==> config.mk <==
export PLATFORM = sky130hd
export DESIGN_NAME = spec_dfe_slicer
export DESIGN_NICKNAME = d
export VERILOG_FILES = /design/src/rtl/dfe_pkg.sv /design/src/rtl/dfe_coef_reg.sv /design/src/rtl/dfe_thresh_cmp.sv /design/src/rtl/dfe_decision_reg.sv /design/src/rtl/spec_dfe_slicer.sv
export SDC_FILE = /design/constraint.sdc
export NUM_CORES = 1
export LEC_CHECK = 0
export ABC_AREA = 1
export BUFFER_PORTS_ARGS = -buffer_cell sky130_fd_sc_hd__buf_2
export CAP_MARGIN = 10
export CELL_PAD_IN_SITES_DETAIL_PLACEMENT = 2
export CELL_PAD_IN_SITES_GLOBAL_PLACEMENT = 2
export CORE_AREA = 2 2 67 69
export CTS_CLUSTER_SIZE = 8
export DETAILED_ROUTE_END_ITERATION = 8
export DIE_AREA = 0 0 69 71
export PLACE_DENSITY = 0.94
export SYNTH_ARGS = -nofsm -noshare
export SYNTH_HDL_FRONTEND = slang
export SYNTH_SLANG_ARGS = --single-unit
==> constraint.sdc <==
create_clock -name clk -period 4.5 [get_ports clk]
set_clock_uncertainty 0.1 [all_clocks]
set_input_delay 0 -clock clk [delete_from_list [all_inputs] [get_ports clk]]
set_output_delay 0 -clock clk [all_outputs]
set_load 0.005 [all_outputs]
==> src/rtl/dfe_pkg.sv <==
package dfe_pkg;

    // One decision bit, named for readability in the feedback path.
    typedef enum logic {
        DEC_ZERO = 1'b0,
        DEC_ONE  = 1'b1
    } dec_e;

    // Speculative comparison results for one sample.
    typedef struct packed {
        logic gt_hi;   // sample > +coef (valid branch when previous decision was 1)
        logic gt_lo;   // sample > -coef (valid branch when previous decision was 0)
    } spec_pair_t;

    // Number of speculative branches for a one-tap, two-level loop.
    localparam int unsigned N_BRANCH = 2;

    // The only logic inside the bit-to-bit loop: a 2:1 select.
    function automatic dec_e pick_branch(input spec_pair_t pair, input dec_e prev);
        return (prev == DEC_ONE) ? dec_e'(pair.gt_hi) : dec_e'(pair.gt_lo);
    endfunction

endpackage

==> src/rtl/dfe_coef_reg.sv <==
module dfe_coef_reg #(
    parameter int W = 12
) (
    input  logic                clk,
    input  logic                rst,
    input  logic                wr_en,
    input  logic                busy,
    input  logic signed [W-1:0] din,
    output logic signed [W-1:0] q
);

    logic take;

    // Writes are accepted only while no sample is in flight.
    assign take = wr_en && !busy;

    always_ff @(posedge clk) begin
        if (rst) begin
            q <= '0;
        end else if (take) begin
            q <= din;
        end
    end

endmodule

==> src/rtl/dfe_thresh_cmp.sv <==
module dfe_thresh_cmp
    import dfe_pkg::*;
#(
    parameter int W = 12
) (
    input  logic signed [W-1:0] smp,
    input  logic signed [W-1:0] coef,
    output spec_pair_t          pair
);

    localparam int WX = W + 1;

    logic signed [WX-1:0] smp_x;
    logic signed [WX-1:0] coef_x;
    logic signed [WX-1:0] thr   [N_BRANCH];
    logic [N_BRANCH-1:0]  gt;

    // One extra bit keeps -coef exact for the most negative coefficient.
    assign smp_x  = WX'(smp);
    assign coef_x = WX'(coef);

    for (genvar g = 0; g < N_BRANCH; g++) begin : g_branch
        if (g == 0) begin : g_lo
            assign thr[g] = -coef_x;
        end else begin : g_hi
            assign thr[g] = coef_x;
        end
        // Strict compare: a tie decides 0.
        assign gt[g] = (smp_x > thr[g]);
    end

    assign pair.gt_lo = gt[0];
    assign pair.gt_hi = gt[1];

endmodule

==> src/rtl/dfe_decision_reg.sv <==
module dfe_decision_reg
    import dfe_pkg::*;
(
    input  logic       clk,
    input  logic       rst,
    input  logic       vld_in,
    input  spec_pair_t pair,
    output dec_e       dec_q,
    output logic       vld_q
);

    always_ff @(posedge clk) begin
        if (rst) begin
            dec_q <= DEC_ZERO;
            vld_q <= 1'b0;
        end else begin
            vld_q <= vld_in;
            if (vld_in) begin
                dec_q <= pick_branch(pair, dec_q);
            end
        end
    end

endmodule

==> src/rtl/spec_dfe_slicer.sv <==
module spec_dfe_slicer
    import dfe_pkg::*;
#(
    parameter int W = 12
) (
    input  logic                clk,
    input  logic                rst,
    input  logic signed [W-1:0] smp_i,
    input  logic                smp_vld_i,
    input  logic                coef_wr_i,
    input  logic signed [W-1:0] coef_i,
    output logic                bit_o,
    output logic                bit_vld_o
);

    logic signed [W-1:0] coef_q;
    spec_pair_t          pair;
    dec_e                dec_q;

    dfe_coef_reg #(.W(W)) u_coef (
        .clk   (clk),
        .rst   (rst),
        .wr_en (coef_wr_i),
        .busy  (smp_vld_i),
        .din   (coef_i),
        .q     (coef_q)
    );

    dfe_thresh_cmp #(.W(W)) u_cmp (
        .smp  (smp_i),
        .coef (coef_q),
        .pair (pair)
    );

    dfe_decision_reg u_dec (
        .clk    (clk),
        .rst    (rst),
        .vld_in (smp_vld_i),
        .pair   (pair),
        .dec_q  (dec_q),
        .vld_q  (bit_vld_o)
    );

    assign bit_o = dec_q;

endmodule

==> results.sh, run 1 <==
export IMPL_cp_common_cell="sky130_fd_sc_hd__nand3_1"
export IMPL_asyncSetResetFlopFracSynth=0
export IMPL_critPathKind="flip-flop to flip-flop"
export IMPL_global_route_overflow_total=0
export IMPL_drive_above_1_share=0.218
export IMPL_tns_ps=0
export IMPL_std_cell_rows=24
export IMPL_io_buffer_count=29
export IMPL_vias_per_cell=5.20
export IMPL_period_share=0.639
export IMPL_post_cts_resized_instances=0
export IMPL_max_cap_violations=0
export IMPL_cts_made_buffers=3
export IMPL_number_of_global_route_vias_before_repair=1599
export IMPL_max_slew_margin=0.502
export IMPL_yosysWarnings=0
export IMPL_count_of_state_elements_after_synthesis=14
export IMPL_cts_root_to_sink_buffers=2
export IMPL_initial_antenna_violation_count=0
export IMPL_setup_viol=0
export IMPL_crit_chain="inv_1, ha_1, nand3_2, inv_1, nand4_1, nor2_2, nand3_1, xor2_1, ha_1, nand4_1, nor2_1, nand3_1, nor3b_1, nand3_1, a21oi_2"
export IMPL_utilization_of_the_core_after_routing=0.401
export IMPL_die_height_um=71
export IMPL_dominant_cell_by_count_in_the_synthesized_netlist="sky130_fd_sc_hd__nand2_1"
export IMPL_globalRouteMet2Util=0.385
export IMPL_run_status="finished, final reports clean"
export IMPL_vdd_ir_drop_max_mv=0.171
export IMPL_power_density_nw_per_um2=269
export IMPL_tritoncts_num_sinks=14
export IMPL_num_io_pins=30
export IMPL_postSynthCellCount=177
export IMPL_fin_area_um2=1690
export IMPL_syn_to_final_growth_pct=29.4
export IMPL_avgRoutedWirePerCell_um=17.0
export IMPL_busiest_layer="met2"
export IMPL_dieArea_um2=4900
export IMPL_grt_start_max_net_pins=25
export IMPL_track_usage=0.204
export IMPL_synth_fp_nets=230
export IMPL_ys_seq_area_frac=0.215
export IMPL_first_iter_violations=23
export IMPL_clock_fmax_mhz=348
export IMPL_place_detailed_hpwl_mm=3.70
export IMPL_grt_use_met1=0.223
export IMPL_netlist_area_leader_share=0.240
export IMPL_synth_edf_count=0
export IMPL_worst_slew_pin_slew_ps=746
export IMPL_path_buf_inv=2
export IMPL_syn_mean_instance_area_um2=7.36
export IMPL_synth_ff_type="sky130_fd_sc_hd__dfxtp_1"
export IMPL_initial_utilization=0.310
export IMPL_globalplace_congestion=0.844
export IMPL_num_antenna_cells=0
export IMPL_cp_max_fo=3
export IMPL_ctsHtreeMaxLevel=1
export IMPL_tritoncts="yes"
export IMPL_dpl_instance_area_um2=1500
export IMPL_endpoint_kind="flip-flop"
export IMPL_insertion_delay_ps=250
export IMPL_period_needed_ps=2870
export IMPL_hold_class="input port to flip-flop"
export IMPL_ctsRootBufferMaster="sky130_fd_sc_hd__clkbuf_8"
export IMPL_report_final_hold_viol_count=0
export IMPL_synth_area_um2=1300
export IMPL_detailroute_via_count=1415
export IMPL_final_max_slew_viol_count=0
export IMPL_netlist_top_cells_area="sky130_fd_sc_hd__ha_1 24%, sky130_fd_sc_hd__dfxtp_1 22%, sky130_fd_sc_hd__nand2_1 8.4%, sky130_fd_sc_hd__a211oi_1 7.5%, sky130_fd_sc_hd__inv_1 7.2%"
export IMPL_drc=0
export IMPL_cpPeakStageDelay_ps=340
export IMPL_top_post_synthesis_cells_by_count="29 x sky130_fd_sc_hd__nand2_1, 25 x sky130_fd_sc_hd__ha_1, 25 x sky130_fd_sc_hd__inv_1, 17 x sky130_fd_sc_hd__nor2_1, 14 x sky130_fd_sc_hd__dfxtp_1"
export IMPL_routed_wirelength_mm=4.63
export IMPL_grt_util_met3=0.0299
export IMPL_critical_path_slowest_cell="sky130_fd_sc_hd__dfxtp_1"
export IMPL_grt_first_pass_wirelength_mm=7.83
export IMPL_required_ps=4590
export IMPL_cpLargestDelayFamily="simple AND/OR/NAND/NOR gates"
export IMPL_die_w_um=69
export IMPL_yosys_area_top_type="sky130_fd_sc_hd__ha_1"
export IMPL_ant_nets=0
export IMPL_final_nets=274
export IMPL_dr_pass1_iters=4
export IMPL_worst_setup_hold_path_clk_slew_ps=60
export IMPL_grt_setup_unrepaired="false"
export IMPL_core_area_um2=4200
export IMPL_netlist_cell_type_count=26
export IMPL_arrival_ps=2960
export IMPL_leakage_nw=0.881
export IMPL_cp_start_kind="flip-flop"
## cells by family (layout without fill, tap and decap cells)
family,count (synthesis),after routing,share of synthesized area
AO/OA/AOI/OAI,26,26,0.136
XOR/XNOR,9,9,0.0605
adder cells (fa/ha/maj),25,25,0.240
buffers and inverters,33,76,0.0961
flip-flops,14,14,0.215
AND/OR/NAND/NOR,70,70,0.252
## registers in the layout (all words and copies together), names as in the netlist
register,count
u_coef.q,12
u_dec.vld_q,1
u_dec.dec_q,1
## worst reg2reg max path, delay by kind of cell (launching register included)
family / cells / cell delay [ps]
AO/OA/AOI/OAI: 1 / 160
XOR/XNOR: 1 / 170
adder cells (fa/ha/maj): 2 / 510
buffers and inverters: 2 / 190
flip-flops: 1 / 340
AND/OR/NAND/NOR: 9 / 1350
## layer usage
metal / vias to the layer above / wire [um] / part of all wire
met4: 0 / 142 / 0.031
li1: 681 / - / -
met1: 692 / 1960 / 0.42
met3: 11 / 118 / 0.025
met2: 31 / 2410 / 0.52
met5: - / 0 / 0
## layout make-up
type	instances	area [um2]
Tap cell	52	65.1
Fill cell	499	2520
Timing Repair Buffer	42	275
Multi-Input combinational cell	130	897
Sequential cell	14	280
Inverter	30	113
Clock buffer	4	55.1
## layout by cell type, fill, tap and decap left out, types with 3 or more instances in the layout
master	count
sky130_fd_sc_hd__xor2_1	9
sky130_fd_sc_hd__nor2_1	17
sky130_fd_sc_hd__clkbuf_8	4
sky130_fd_sc_hd__a211oi_1	13
sky130_fd_sc_hd__nand4_1	6
sky130_fd_sc_hd__a21oi_1	6
sky130_fd_sc_hd__dlygate4sd3_1	13
sky130_fd_sc_hd__nand3_1	8
sky130_fd_sc_hd__nor2_2	3
sky130_fd_sc_hd__buf_2	29
sky130_fd_sc_hd__dfxtp_1	14
sky130_fd_sc_hd__inv_2	5
sky130_fd_sc_hd__nand3_2	3
sky130_fd_sc_hd__inv_1	25
sky130_fd_sc_hd__nand2_1	29
sky130_fd_sc_hd__ha_1	25
## final timing paths
path / start / to / slack, ps / cells past startpoint
max: u_coef.q[0] / u_dec.dec_q / 1630 / 15
min: rst / u_dec.vld_q / 4 / 2
max reg2reg: u_coef.q[0] / u_dec.dec_q / 1630 / 15
min reg2reg: u_dec.dec_q / u_dec.dec_q / 450 / 2
## where the power goes
part | switching [mW] | internal [mW]
logic | 0.108 | 0.0767
clock network | 0.0501 | 0.0777
registers | 0.00833 | 0.133
## repair_timing
action / 4_1_cts / 5_1_grt
buffers inserted: 0 / 0
hold endpoints to repair: 13 / 0
hold buffers: 13 / 0
## metrics by stage
step           cells  power (mW)  hold WS (ps)  worst slack [ps]
3_3_place_gp     255       0.300           186              2080
6_report         272       0.454          4.06              1630
4_1_cts          272       0.456          1.54              1680
3_5_place_dp     255       0.318           194              1720
2_1_floorplan    177       0.257         -21.5              2190
5_1_grt          272       0.488          20.8              1470
No activity file was read; power rests on OpenSTA's default activity.
==> run 2, diff against run 1 <==
--- a/config.mk
+++ b/config.mk
@@ -10,11 +10,11 @@
 export CAP_MARGIN = 10
 export CELL_PAD_IN_SITES_DETAIL_PLACEMENT = 2
 export CELL_PAD_IN_SITES_GLOBAL_PLACEMENT = 2
-export CORE_AREA = 2 2 67 69
+export CORE_AREA = 2 2 73 75
 export CTS_CLUSTER_SIZE = 8
 export DETAILED_ROUTE_END_ITERATION = 8
-export DIE_AREA = 0 0 69 71
-export PLACE_DENSITY = 0.94
+export DIE_AREA = 0 0 75 77
+export PLACE_DENSITY = 0.85
 export SYNTH_ARGS = -nofsm -noshare
 export SYNTH_HDL_FRONTEND = slang
 export SYNTH_SLANG_ARGS = --single-unit
==> constraint.sdc (replaced) <==
create_clock -name clk -period 2.4 [get_ports clk]
set_clock_uncertainty 0.1 [all_clocks]
set_input_delay 0 -clock clk [delete_from_list [all_inputs] [get_ports clk]]
set_output_delay 0 -clock clk [all_outputs]
set_load 0.005 [all_outputs]
==> run 2 against run 1 <==
The flow now finishes with violations (setup timing). Clock power is 56% higher. Sequential power is 89% higher. Sequential share of layout area is 1.6 points lower. Highest routed layer unchanged. Design area is 13% higher.
==> results.sh, run 2 (synthesized netlist as in run 1, its figures left out) <==
export IMPL_whs_path_depth=2
export IMPL_io_buffer_count=29
export IMPL_ctsRootBufferMaster="sky130_fd_sc_hd__clkbuf_8"
export IMPL_core_area_um2=4980
export IMPL_routed_wirelength_mm=5.06
export IMPL_place_detailed_hpwl_mm=3.47
export IMPL_cp_start_kind="flip-flop"
export IMPL_intPower_mw=0.557
export IMPL_grt_first_pass_wirelength_mm=7.56
export IMPL_final_nets=289
export IMPL_worst_r2r_startpoint="u_coef.q[6]"
export IMPL_max_slew_margin=0.522
export IMPL_run_status="finished, violations left"
export IMPL_rr_endpoint="u_dec.dec_q"
export IMPL_final_common_cell="sky130_fd_sc_hd__buf_2"
export IMPL_cts_root_to_sink_buffers=2
export IMPL_die_height_um=77
export IMPL_vias_per_cell=4.66
export IMPL_hold_class="input port to flip-flop"
export IMPL_tritoncts="yes"
export IMPL_grt_setup_unrepaired="true"
export IMPL_num_antenna_cells=0
export IMPL_busiest_layer="met2"
export IMPL_number_of_global_route_vias_before_repair=1481
export IMPL_drc=0
export IMPL_report_final_hold_viol_count=0
export IMPL_layout_common_cells="29 x sky130_fd_sc_hd__buf_2, 28 x sky130_fd_sc_hd__nand2_1, 24 x sky130_fd_sc_hd__ha_1"
export IMPL_drive_above_1_share=0.329
export IMPL_grt_start_max_net_pins=25
export IMPL_arrival_ps=2630
export IMPL_globalRouteMet2Util=0.301
export IMPL_dpl_instance_area_um2=1560
export IMPL_ctsHtreeMaxLevel=1
export IMPL_fin_area_um2=1900
export IMPL_endpoint_kind="flip-flop"
export IMPL_globalplace_congestion=0.813
export IMPL_cts_made_buffers=3
export IMPL_grt_util_met3=0.00920
export IMPL_violated_checks="setup timing"
export IMPL_track_usage=0.172
export IMPL_setup_reg_to_reg_worst_slack_ps=-140
export IMPL_required_ps=2490
export IMPL_leakage_nw=0.951
export IMPL_vdd_ir_drop_max_mv=0.334
export IMPL_period_share=1.06
export IMPL_largest_register_ffs=12
export IMPL_biggestRegsByFlops="u_coef.q x12, u_dec.dec_q x1, u_dec.vld_q x1"
export IMPL_net_switching_power_mw=0.346
export IMPL_die_w_um=75
export IMPL_holdPathEnd="u_dec.vld_q"
export IMPL_worst_setup_hold_path_clk_slew_ps=60
export IMPL_std_cell_rows=26
export IMPL_power_switching_share=0.383
export IMPL_worst_slew_pin_slew_ps=716
export IMPL_critPathKind="flip-flop to flip-flop"
export IMPL_clock_fmax_mhz=393
export IMPL_max_cap_violations=0
export IMPL_setup_viol=1
export IMPL_initial_utilization=0.262
export IMPL_power_density_nw_per_um2=476
export IMPL_global_route_overflow_total=0
export IMPL_syn_to_final_growth_pct=45.7
export IMPL_num_io_pins=30
export IMPL_utilization_of_the_core_after_routing=0.381
export IMPL_dr_pass1_iters=4
export IMPL_hp_start="rst"
export IMPL_clock_power_share=0.222
export IMPL_insertion_delay_ps=250
export IMPL_grt_use_met1=0.224
export IMPL_nFillCells=574
export IMPL_ant_nets=0
export IMPL_final_max_slew_viol_count=0
export IMPL_cp_max_fo=4
export IMPL_comb_power_share=0.481
export IMPL_tns_ps=-143
export IMPL_first_iter_violations=37
export IMPL_r2r_worst_path_cells=14
export IMPL_avgRoutedWirePerCell_um=16.6
export IMPL_detailroute_via_count=1417
export IMPL_period_needed_ps=2540
export IMPL_p_seq_frac=0.298
export IMPL_dieArea_um2=5780
export IMPL_max_flop_register="u_coef.q"
export IMPL_tritoncts_num_sinks=14
export IMPL_initial_antenna_violation_count=0
export IMPL_layout_setup_ws_ps=-143
run 2: what timing repair did:
action | 4_1_cts | 5_1_grt
pin swaps | 9 | 18
endpoints found under the hold margin | 14 | 0
hold buffers | 14 | 0
setup endpoints to repair | 1 | 1
resized for setup | 12 | 13
setup buffers | 3 | 7
run 2: worst max-delay path by stage:
stage,from,end,slack (ps),depth (start not counted)
3_3_place_gp,u_coef.q[0],u_dec.dec_q,50,14
4_1_cts,u_coef.q[1],u_dec.dec_q,-30,16
6_report,u_coef.q[6],u_dec.dec_q,-140,14
2_1_floorplan,u_coef.q[1],u_dec.dec_q,90,14
3_5_place_dp,u_coef.q[0],u_dec.dec_q,-170,15
5_1_grt,u_coef.q[0],u_dec.dec_q,-470,17
run 2: final cells by class:
class | count | area [um2] | share of cell area
multi-input cells | 130 | 978 | 0.515
clock buffers | 3 | 41.3 | 0.0218
inverters | 30 | 115 | 0.0606
well taps | 70 | 87.6 | 0.0461
repair buffers | 57 | 390 | 0.206
flip-flops and latches | 14 | 285 | 0.150
run 2: metrics by stage:
| step | setup slack (ps) | std cells | power [mW] | hold slack (ps) |
|---|---|---|---|---|
| CTS | -26.6 | 298 | 0.841 | 19.9 |
| finish | -143 | 304 | 0.903 | 4.34 |
| global placement | 47.7 | 278 | 0.577 | 170 |
| global route | -472 | 304 | 0.970 | 26.5 |
| detailed placement | -173 | 278 | 0.603 | 193 |
| floorplan | 87.4 | 177 | 0.482 | -21.5 |
run 2: power by group through the flow:
stage,sequential (mW),clock [mW],combinational (mW)
2_1_floorplan,0.265,0,0.216
3_3_place_gp,0.267,0,0.310
3_5_place_dp,0.268,0,0.335
4_1_cts,0.265,0.199,0.377
5_1_grt,0.272,0.211,0.488
6_report,0.269,0.200,0.434
run 2: metal layers:
layer / up-vias / routed length (um) / part of all wire
met4: 0 / 53 / 0.010
met2: 23 / 2640 / 0.52
met1: 681 / 2240 / 0.44
li1: 708 / - / -
met3: 5 / 118 / 0.023
met5: - / 0 / 0
run 2: critical path, stage by stage, from the launching register on:
cell                      delay (ps)
sky130_fd_sc_hd__dfxtp_1         350
sky130_fd_sc_hd__inv_2           120
sky130_fd_sc_hd__nand4_1         180
sky130_fd_sc_hd__nor2_4          210
sky130_fd_sc_hd__nand3_4         100
sky130_fd_sc_hd__nor3_4          190
sky130_fd_sc_hd__xor2_1          200
sky130_fd_sc_hd__ha_1            290
sky130_fd_sc_hd__nand4_1         120
sky130_fd_sc_hd__a21oi_1          60
sky130_fd_sc_hd__nor2_1          170
sky130_fd_sc_hd__nand2_1         110
sky130_fd_sc_hd__nand2_2          80
sky130_fd_sc_hd__nand3_2          60
sky130_fd_sc_hd__a21oi_2         140
==> run 3, diff against run 2 <==
--- a/config.mk
+++ b/config.mk
@@ -5,7 +5,6 @@
 export SDC_FILE = /design/constraint.sdc
 export NUM_CORES = 1
 export LEC_CHECK = 0
-export ABC_AREA = 1
 export BUFFER_PORTS_ARGS = -buffer_cell sky130_fd_sc_hd__buf_2
 export CAP_MARGIN = 10
 export CELL_PAD_IN_SITES_DETAIL_PLACEMENT = 2
@@ -14,7 +13,7 @@
 export CTS_CLUSTER_SIZE = 8
 export DETAILED_ROUTE_END_ITERATION = 8
 export DIE_AREA = 0 0 75 77
-export PLACE_DENSITY = 0.85
+export PLACE_DENSITY = 0.84
 export SYNTH_ARGS = -nofsm -noshare
 export SYNTH_HDL_FRONTEND = slang
 export SYNTH_SLANG_ARGS = --single-unit
==> run 3 against run 2 <==
The flow now finishes without violations. Clock power increased by 21%. Highest routed layer unchanged. Synthesized cell count fell by 4.5%. Global-route usage down 0.75 points. Largest cell class unchanged. Utilization fell by 0.65 points. Register-to-register slack better by 170 ps. Clock-buffer cell count increased by 1. Worst hold slack got worse by 2.3 ps. Combinational power is 16% lower. Design area decreased by 1.7%. Synthesized area up 0.96%. Flip-flop and latch count is the same.
==> results.sh, run 3 <==
export IMPL_run_status="finished, final reports clean"
export IMPL_drc=0
export IMPL_max_slew_margin=0.486
export IMPL_vdd_ir_drop_max_mv=0.335
export IMPL_worst_slew_pin_slew_ps=769
export IMPL_ys_seq_area_frac=0.213
export IMPL_initial_utilization=0.264
export IMPL_tns_ps=0
export IMPL_first_iter_violations=22
export IMPL_arrival_ps=2400
export IMPL_netlist_area_leader_share=0.238
export IMPL_synth_edf_count=0
export IMPL_critPathKind="flip-flop to flip-flop"
export IMPL_endpoint_kind="flip-flop"
export IMPL_grt_first_pass_wirelength_mm=7.16
export IMPL_num_antenna_cells=0
export IMPL_ctsRootBufferMaster="sky130_fd_sc_hd__clkbuf_8"
export IMPL_clock_fmax_mhz=422
export IMPL_final_nets=279
export IMPL_routed_wirelength_mm=4.38
export IMPL_core_area_um2=4980
export IMPL_worst_setup_hold_path_clk_slew_ps=60
export IMPL_total_power_mw=0.870
export IMPL_cp_start_kind="flip-flop"
export IMPL_largest_register_ffs=12
export IMPL_syn_to_final_growth_pct=41.9
export IMPL_track_usage=0.164
export IMPL_dominant_cell_by_count_in_the_synthesized_netlist="sky130_fd_sc_hd__nand2_1"
export IMPL_r2r_worst_path_cells=11
export IMPL_top_post_synthesis_cells_by_count="30 x sky130_fd_sc_hd__nand2_1, 25 x sky130_fd_sc_hd__ha_1, 18 x sky130_fd_sc_hd__a21oi_1, 16 x sky130_fd_sc_hd__inv_1, 14 x sky130_fd_sc_hd__dfxtp_1"
export IMPL_biggestRegsByFlops="u_coef.q x12, u_dec.dec_q x1, u_dec.vld_q x1"
export IMPL_cts_root_to_sink_buffers=2
export IMPL_dr_pass1_iters=4
export IMPL_grt_start_max_net_pins=15
export IMPL_report_final_hold_viol_count=0
export IMPL_cts_made_buffers=3
export IMPL_insertion_delay_ps=260
export IMPL_setup_reg_to_reg_worst_slack_ps=30
export IMPL_hold_class="input port to flip-flop"
export IMPL_max_cap_violations=0
export IMPL_period_share=0.987
export IMPL_drive_above_1_share=0.231
export IMPL_critPathLaunch="u_coef.q[4]"
export IMPL_synth_area_um2=1320
export IMPL_worst_r2r_startpoint="u_coef.q[4]"
export IMPL_period_needed_ps=2370
export IMPL_max_flop_register="u_coef.q"
export IMPL_netlist_top_cells_area="sky130_fd_sc_hd__ha_1 24%, sky130_fd_sc_hd__dfxtp_1 21%, sky130_fd_sc_hd__nand2_1 8.6%, sky130_fd_sc_hd__a21oi_1 6.9%, sky130_fd_sc_hd__xnor2_1 5.3%"
export IMPL_die_height_um=77
export IMPL_tritoncts_num_sinks=14
export IMPL_initial_antenna_violation_count=0
export IMPL_nFillCells=586
export IMPL_placed_cells=272
export IMPL_syn_mean_instance_area_um2=7.78
export IMPL_final_max_slew_viol_count=0
export IMPL_final_common_cell="sky130_fd_sc_hd__nand2_1"
export IMPL_grt_use_met1=0.185
export IMPL_synth_fp_nets=222
export IMPL_avgRoutedWirePerCell_um=14.9
export IMPL_tritoncts="yes"
export IMPL_number_of_global_route_vias_before_repair=1579
export IMPL_asyncSetResetFlopFracSynth=0
export IMPL_detailroute_via_count=1416
export IMPL_netlist_cell_type_count=30
export IMPL_vias_per_cell=4.80
export IMPL_setup_viol=0
export IMPL_yosys_area_top_type="sky130_fd_sc_hd__ha_1"
export IMPL_power_density_nw_per_um2=467
export IMPL_grt_setup_unrepaired="true"
export IMPL_die_w_um=75
export IMPL_num_io_pins=30
export IMPL_globalRouteMet2Util=0.302
export IMPL_count_of_state_elements_after_synthesis=14
export IMPL_rr_endpoint="u_dec.dec_q"
export IMPL_dieArea_um2=5780
export IMPL_io_buffer_count=29
export IMPL_globalplace_congestion=0.866
export IMPL_cp_max_fo=4
export IMPL_ant_nets=0
export IMPL_grt_util_met3=0.0329
export IMPL_worst_setup_path_endpoint="u_dec.dec_q"
export IMPL_synth_ff_type="sky130_fd_sc_hd__dfxtp_1"
export IMPL_required_ps=2430
export IMPL_busiest_layer="met2"
export IMPL_global_route_overflow_total=0
export IMPL_std_cell_rows=26
export IMPL_ctsHtreeMaxLevel=1
export IMPL_instances_no_fill=295
export IMPL_leakage_nw=0.823
export IMPL_place_detailed_hpwl_mm=3.44
export IMPL_yosysWarnings=0
export IMPL_layout_common_cells="30 x sky130_fd_sc_hd__nand2_1, 29 x sky130_fd_sc_hd__buf_2, 24 x sky130_fd_sc_hd__ha_1"
export IMPL_postSynthCellCount=169
run 3: changes by cell type after synthesis, sizes merged, moves of 6 or more:
cell	before	now
nor2	20	6
nand3	11	5
a21oi	7	18
xor2	9	1
a211oi	13	0
inv	30	16
xnor2	0	8
run 3: through the flow:
step                 util  area [um2]  worst slack, ps  hold WS, ps
floorplan               -        1320              102        -30.9
CTS                 0.373        1860             5.29         4.64
global placement    0.319        1590             16.3          142
detailed placement  0.319        1590             -107          151
finish              0.375        1870             30.3         1.99
global route        0.375        1870             -139         24.4
run 3: worst max-delay path, stage by stage (launching register included):
cell	delay, ps
sky130_fd_sc_hd__dfxtp_2	340
sky130_fd_sc_hd__nor4_4	280
sky130_fd_sc_hd__buf_6	160
sky130_fd_sc_hd__nand2_4	60
sky130_fd_sc_hd__nor2_2	110
sky130_fd_sc_hd__xnor2_1	70
sky130_fd_sc_hd__ha_1	300
sky130_fd_sc_hd__nand4_1	150
sky130_fd_sc_hd__nor4_2	260
sky130_fd_sc_hd__nor3_1	90
sky130_fd_sc_hd__a32oi_1	200
sky130_fd_sc_hd__o211ai_1	110
run 3: worst min path at each step:
stage,endpoint,cells past startpoint,start,slack [ps]
floorplan,u_coef.q[5],1,rst,-30
global placement,u_coef.q[10],3,coef_i[10],140
detailed placement,u_coef.q[0],3,coef_i[0],150
CTS,u_coef.q[6],2,rst,5
global route,u_coef.q[7],2,rst,20
finish,u_coef.q[9],2,rst,2
run 3: per-layer routing:
layer	vias to the layer above	wire length, um
met1	681	1760
met2	30	2420
li1	702	-
met5	-	0
met3	3	157
met4	0	39
run 3: power breakdown:
group	total, mW	internal (mW)	switching [mW]	leakage [nW]
clock	0.242	0.146	0.0962	0.0288
combinational	0.365	0.178	0.187	0.679
sequential	0.264	0.248	0.0156	0.115
run 3: cells by family (layout without fill, tap and decap cells):
family	count (synthesis)	in the layout	share of synthesized area
simple gates	64	64	0.261
xor+xnor	9	9	0.0599
flops	14	14	0.213
fa+ha+maj	25	25	0.238
buf+inv	20	76	0.0599
compound gates	36	36	0.161
mux	1	1	0.00761
run 3: final cells by class:
cell class	instances	area [um2]	share of cell area
multi-input cells	135	985	0.528
repair buffers	56	397	0.213
flip-flops and latches	14	282	0.151
well taps	70	87.6	0.0469
inverters	16	60.1	0.0322
clock buffers	4	55.1	0.0295
run 3: repair_timing:
| action | CTS | global route |
|---|---|---|
| cloned | 0 | 0 |
| hold buffers | 18 | 0 |
| setup endpoints to repair | 1 | 1 |
| pin swaps | 2 | 1 |
| resized for setup | 6 | 3 |
| setup buffers | 1 | 0 |
| hold endpoints to repair | 13 | 0 |
